===== src/rtl/cfsig_pkg.sv =====
package cfsig_pkg;

   typedef enum logic {
      SIG_FOLD_XOR  = 1'b0,
      SIG_FOLD_MISR = 1'b1
   } sig_fold_e;

   // Taps below x^32 for x^32+x^22+x^2+x+1
   localparam logic [31:0] MISR32_TAPS = 32'h0040_0007;

endpackage


===== src/rtl/cfsig_fold.sv =====
module cfsig_fold #(
   parameter int          W          = 32,
   parameter logic [W-1:0] TAPS      = W'(cfsig_pkg::MISR32_TAPS),
   parameter bit          ALLOW_MISR = 1'b1
) (
   input  logic [W-1:0] acc_i,
   input  logic [W-1:0] word_i,
   input  logic         mode_i,
   output logic [W-1:0] nxt_o
);
   import cfsig_pkg::*;

   logic [W-1:0] xor_val;
   assign xor_val = acc_i ^ word_i;

   generate
      if (ALLOW_MISR) begin : g_both
         logic [W-1:0] misr_val;
         assign misr_val = {acc_i[W-2:0], 1'b0}
                         ^ (acc_i[W-1] ? TAPS : '0)
                         ^ word_i;
         assign nxt_o = (sig_fold_e'(mode_i) == SIG_FOLD_MISR) ? misr_val : xor_val;
      end else begin : g_xor_only
         logic unused_mode;
         assign unused_mode = mode_i;
         assign nxt_o = xor_val;
      end
   endgenerate

endmodule


===== src/rtl/cfsig_track.sv =====
module cfsig_track #(
   parameter int          W          = 32,
   parameter logic [W-1:0] TAPS      = W'(cfsig_pkg::MISR32_TAPS),
   parameter bit          ALLOW_MISR = 1'b1
) (
   input  logic         clk_i,
   input  logic         rst_ni,
   input  logic         mode_i,
   input  logic         fetch_vld_i,
   input  logic [W-1:0] word_i,
   input  logic         sig_flag_i,
   input  logic         br_vld_i,
   output logic [W-1:0] acc_o,
   output logic         seen_o,
   output logic         chk_evt_o,
   output logic         chk_bad_o,
   output logic         orphan_br_o
);

   logic [W-1:0] acc_q, acc_d, acc_base, folded;
   logic         seen_q, seen_d, seen_base;

   // a branch closes the old block before this cycle's fetch is applied
   assign acc_base  = br_vld_i ? '0   : acc_q;
   assign seen_base = br_vld_i ? 1'b0 : seen_q;

   cfsig_fold #(.W(W), .TAPS(TAPS), .ALLOW_MISR(ALLOW_MISR)) fold_i (
      .acc_i  (acc_base),
      .word_i (word_i),
      .mode_i (mode_i),
      .nxt_o  (folded)
   );

   always_comb begin
      acc_d  = acc_base;
      seen_d = seen_base;
      if (fetch_vld_i) begin
         if (sig_flag_i) begin
            seen_d = 1'b1;
         end else if (!seen_base) begin
            acc_d = folded;
         end
      end
   end

   always_ff @(posedge clk_i or negedge rst_ni) begin
      if (!rst_ni) begin
         acc_q  <= '0;
         seen_q <= 1'b0;
      end else begin
         acc_q  <= acc_d;
         seen_q <= seen_d;
      end
   end

   assign chk_evt_o   = fetch_vld_i && sig_flag_i;
   assign chk_bad_o   = chk_evt_o && (word_i != acc_base);
   assign orphan_br_o = br_vld_i && !seen_q;
   assign acc_o       = acc_q;
   assign seen_o      = seen_q;

endmodule


===== src/rtl/cfsig_flags.sv =====
module cfsig_flags #(
   parameter int CNT_W = 16
) (
   input  logic             clk_i,
   input  logic             rst_ni,
   input  logic             chk_evt_i,
   input  logic             fault_i,
   input  logic             clr_i,
   output logic             err_o,
   output logic [CNT_W-1:0] cnt_o
);

   logic             err_q;
   logic [CNT_W-1:0] cnt_q;

   always_ff @(posedge clk_i or negedge rst_ni) begin
      if (!rst_ni) begin
         err_q <= 1'b0;
         cnt_q <= '0;
      end else begin
         if (fault_i) begin
            err_q <= 1'b1;
         end else if (clr_i) begin
            err_q <= 1'b0;
         end
         if (chk_evt_i) begin
            cnt_q <= cnt_q + 1'b1;
         end
      end
   end

   assign err_o = err_q;
   assign cnt_o = cnt_q;

endmodule


===== src/rtl/cfsig_watchdog.sv =====
module cfsig_watchdog #(
   parameter int DATA_W     = 32,
   parameter int CNT_W      = 16,
   parameter bit ALLOW_MISR = 1'b1
) (
   input  logic              clk_i,
   input  logic              rst_ni,
   input  logic              mode_misr_i,
   input  logic              fetch_vld_i,
   input  logic [DATA_W-1:0] fetch_word_i,
   input  logic              sig_flag_i,
   input  logic              br_vld_i,
   input  logic              err_clr_i,
   output logic              err_o,
   output logic [CNT_W-1:0]  blk_cnt_o
);
   import cfsig_pkg::*;

   localparam logic [DATA_W-1:0] TAPS = DATA_W'(MISR32_TAPS);

   generate
      if (DATA_W < 2) begin : g_bad_width
         $error("cfsig_watchdog: DATA_W must be at least 2");
      end
      if (CNT_W < 1) begin : g_bad_cnt
         $error("cfsig_watchdog: CNT_W must be at least 1");
      end
      if (ALLOW_MISR && DATA_W != 32) begin : g_bad_poly
         $error("cfsig_watchdog: the fixed polynomial needs DATA_W of 32");
      end
   endgenerate

   logic [DATA_W-1:0] acc;
   logic              sig_seen, chk_evt, chk_bad, orphan_br;

   cfsig_track #(.W(DATA_W), .TAPS(TAPS), .ALLOW_MISR(ALLOW_MISR)) track_i (
      .clk_i       (clk_i),
      .rst_ni      (rst_ni),
      .mode_i      (mode_misr_i),
      .fetch_vld_i (fetch_vld_i),
      .word_i      (fetch_word_i),
      .sig_flag_i  (sig_flag_i),
      .br_vld_i    (br_vld_i),
      .acc_o       (acc),
      .seen_o      (sig_seen),
      .chk_evt_o   (chk_evt),
      .chk_bad_o   (chk_bad),
      .orphan_br_o (orphan_br)
   );

   cfsig_flags #(.CNT_W(CNT_W)) flags_i (
      .clk_i     (clk_i),
      .rst_ni    (rst_ni),
      .chk_evt_i (chk_evt),
      .fault_i   (chk_bad || orphan_br),
      .clr_i     (err_clr_i),
      .err_o     (err_o),
      .cnt_o     (blk_cnt_o)
   );

endmodule


===== config.mk =====
export PLATFORM = sky130hd
export DESIGN_NAME = cfsig_watchdog
export DESIGN_NICKNAME = d
export VERILOG_FILES = /design/src/rtl/cfsig_pkg.sv /design/src/rtl/cfsig_fold.sv /design/src/rtl/cfsig_track.sv /design/src/rtl/cfsig_flags.sv /design/src/rtl/cfsig_watchdog.sv
export SDC_FILE = /design/constraint.sdc
export NUM_CORES = 1
export LEC_CHECK = 0
export BUFFER_PORTS_ARGS = -buffer_cell sky130_fd_sc_hd__clkbuf_2
export CORE_MARGIN = 8
export CORE_UTILIZATION = 45
export DETAILED_ROUTE_END_ITERATION = 8
export PLACE_DENSITY = 0.68
export SYNTH_ARGS = -nofsm -noshare
export SYNTH_HDL_FRONTEND = slang
export SYNTH_SLANG_ARGS = --single-unit

===== constraint.sdc =====
create_clock -name clk_i -period 2.9 [get_ports clk_i]
set_input_delay 0.145 -clock clk_i [delete_from_list [all_inputs] [get_ports clk_i]]
set_output_delay 0.145 -clock clk_i [all_outputs]
set_load 0.05 [all_outputs]

==> metrics.md <==
| Metric | Value |
|---|---|
| Status | completed |
| Most used flip-flop cell after synthesis | dfrtp_1 |
| Clk sink count | 50 |
| # fillers | 858 |
| Worst hold margin | 0.131 ns |
| Post-CTS Resized | 0 |
| First-pass GRT wire length | 16.6 mm |
| Final hold vios | 0 |
| Synth Cell Area | a little under 4000 um2 |
| Antenna viol nets, final | 0 |
| # IOs | 56 |
| Core Area | 8590 um2 |
| RR Endpoint | flags_i.err_o$_DFFE_PN0P_ |
| Final min period | about 1.8 ns |
| Via density per instance | 5.80 |
| Setup Viol. Count Final | 0 |
| Layout cells sized above 1 | 16.1% |
| Unrepaired setup endpoints after global routing | no |
| Fmax | 570 MHz |
| H-Tree Depth | 2 |
| Drt drc | 0 |
| Post-Synthesis Cells | 503 |
| Async SR Flop Fraction | 100% |
| Biggest area consumer among synthesized cells | dfrtp_1 |
| Detailed Route Iter0 Violations | about 240 |
| Worst Tran Pin Value | 0.636 ns |
| Arrival time at the worst endpoint | 1.93 ns |
| Largest net degree at the start of global routing | 39 |
| Area contributors post-synth | dfrtp_1 32%, nor2_1 7.4%, a21oi_1 6.5% |
| Die area | 11900 um2 |
| Synth top cells by count | 77 x nor2_1, 65 x nand2_1, 51 x a21oi_1, 50 x dfrtp_1, 28 x xnor2_1 |
| Setup crit start kind | flip-flop |
| Final setup TNS | 0 ns |
| Root buffer selected by CTS | clkbuf_8 |
| Critical Path Sink Type | flip-flop |
| Reg2reg setup slack | between 1 and 1.5 ns |
| Die X | 109 um |
| Distinct cells, synth | 46 |
| Initial Utilization | 45.5% |
| Max Cap Violations | 0 |
| Min-delay worst type | input port to flip-flop |
| Worst IR Drop VDD | 0.181 mV |
| Total Wirelength | approximately 10 mm |
| Max-slew violation count | 0 |
| Pwr dens | 474 nW/um2 |
| # diodes | 0 |
| Setup ws final | ~1.1 ns |
| Crit path from | track_i.acc_o[9]$_DFF_PN0_ |
| DP HPWL | 7.03 mm |
| Total power | 2.03 mW |
| Number of synthesized flops with an enable pin | 0 |
| Final cell utilization of the core | between 40% and 50% |
| Worst-Skew Late Latency | 0.30 ns |
| Row count | 34 |
| Tot GR Track Use | 16.9% |
| Die span in y | 109 um |
| CP Class | flip-flop to flip-flop |
| Initial antenna violation count | 0 |
| Top-area cell type share of the netlist area | about a third |
| Number of global-route vias before repair | 3371 |
| Drt first pass iters | 5 |
| Critical Path Fanout Max | 8 |
| Final period util | 60.5% |
| Gr ovfl total | 0 |
| Slew headroom | 57.6% |
| Static Leak | 1.84 nW |
| DR WL/cell | 15.5 um |
| CTS Buf Count | 5 |
| Final Skew | 0.00561 ns |
| Final #Nets | approximately 570 |
| Vias | 3727 |
| Cell with the most instances after synthesis | nor2_1 |
| Post-synthesis average cell area | 7.78 um2 |
| IO Port Bufs | between 50 and 60 |
| CTS clk-pin slew, worst paths | roughly 0.1 ns |
| Seq/Total Area, Yosys | approximately a third |
| Place WS | 0.980 ns |
| FF-to-FF path depth | 6 |
| Synthesis-stage register bit count | 50 |
| Area grow syn2layout | 9.33% |
| CP endpoint | flags_i.err_o$_DFFE_PN0P_ |
| Req. time, crit path | approximately 3.1 ns |
| TritonCTS clock tree | done |
| Longest Clk Path Bufs | 2 |
| Syn_nets | 543 |
| Placer Congestion | about 0.8 |
| Worst flop-to-flop path startpoint | track_i.acc_o[9]$_DFF_PN0_ |
| Synth Warn # | 0 |
## state kept, by name (all words and copies together), names as in the netlist
register        count
track_i.acc_o      32
flags_i.cnt_o      16
track_i.seen_o      1
flags_i.err_o       1
## metrics by stage
| step | instance area, um2 | cells |
|---|---|---|
| 4_1_cts | 4280 | 643 |
| 2_1_floorplan | 3910 | 503 |
| 6_report | 4280 | 643 |
| 5_1_grt | 4280 | 643 |
| 3_5_place_dp | 4160 | 634 |
| 3_3_place_gp | 4160 | 634 |
## layout make-up
class                           count  area, um2  share of cell area [%]
Tap cell                          108        135                    3.16
Multi-Input combinational cell    405       2400                    56.2
Clock inverter                      1       8.76                   0.205
Timing Repair Buffer               66        360                    8.42
Inverter                            6       22.5                   0.526
Sequential cell                    50       1250                    29.2
Clock buffer                        7       96.3                    2.25
## metal layers
layer  vias up  GRT usage [%]  routed length, um
li1       1855              -                  -
met1      1776           22.1               4410
met2        88           28.6               5000
met3         8           2.36                462
met4         0           4.24                119
met5         -              0                  0
## worst min path at each step
stage	from	end	slack [ns]	cells after the start
detailed placement	rst_ni	track_i.acc_o[24]$_DFF_PN0_	0.20	1
finish	fetch_word_i[30]	track_i.acc_o[30]$_DFF_PN0_	0.13	3
global placement	rst_ni	track_i.acc_o[24]$_DFF_PN0_	0.19	1
floorplan	rst_ni	flags_i.cnt_o[0]$_DFFE_PN0P_	-0.15	0
CTS	fetch_word_i[30]	track_i.acc_o[30]$_DFF_PN0_	0.12	3
global route	fetch_word_i[29]	track_i.acc_o[29]$_DFF_PN0_	0.15	3
## what timing repair did
| action | in CTS | in global routing |
|---|---|---|
| setup endpoints to repair | 0 | 0 |
| hold buffers | 1 | 0 |
| buffers inserted | 0 | 0 |
| endpoints found under the hold margin | 21 | 0 |
## power breakdown
group          switching (mW)  internal [mW]  total [mW]
logic                   0.407          0.248       0.655
registers               0.125          0.773       0.898
clock network           0.254          0.220       0.474
total                   0.786           1.24        2.03
## critical path, stage by stage, from the launching register on
cell and delay, ns:
dfrtp_1 0.51, nor4bb_1 0.33, a31oi_1 0.07, o32ai_1 0.17, nand3_1 0.16, nor4_1 0.26
a31oi_1 0.13
## cell usage in the layout, fill, tap and decap left out, drive strengths merged, types with 13 or more instances in the layout
cell type  Yosys  routed
mux2i         24      24
clkbuf        21      62
xnor2         28      28
nor3          20      20
o21ai         24      24
a21oi         51      51
dfrtp         50      50
or3           19      19
nor2          77      77
nand2         65      65
a31oi         13      13
## logic make-up (layout without fill, tap and decap cells)
group	Yosys count	after routing	share of synthesized area, %
and+or+nand+nor	207	207	23.9
AOI/OAI and AO/OA	132	132	20.9
DFF	50	50	32.0
buffers and inverters	48	80	6.59
xor gates and xnor gates	33	33	7.38
muxes	32	32	8.92
adders and majority gates	1	1	0.320
Note: power is estimated with default switching activity, not from simulation.
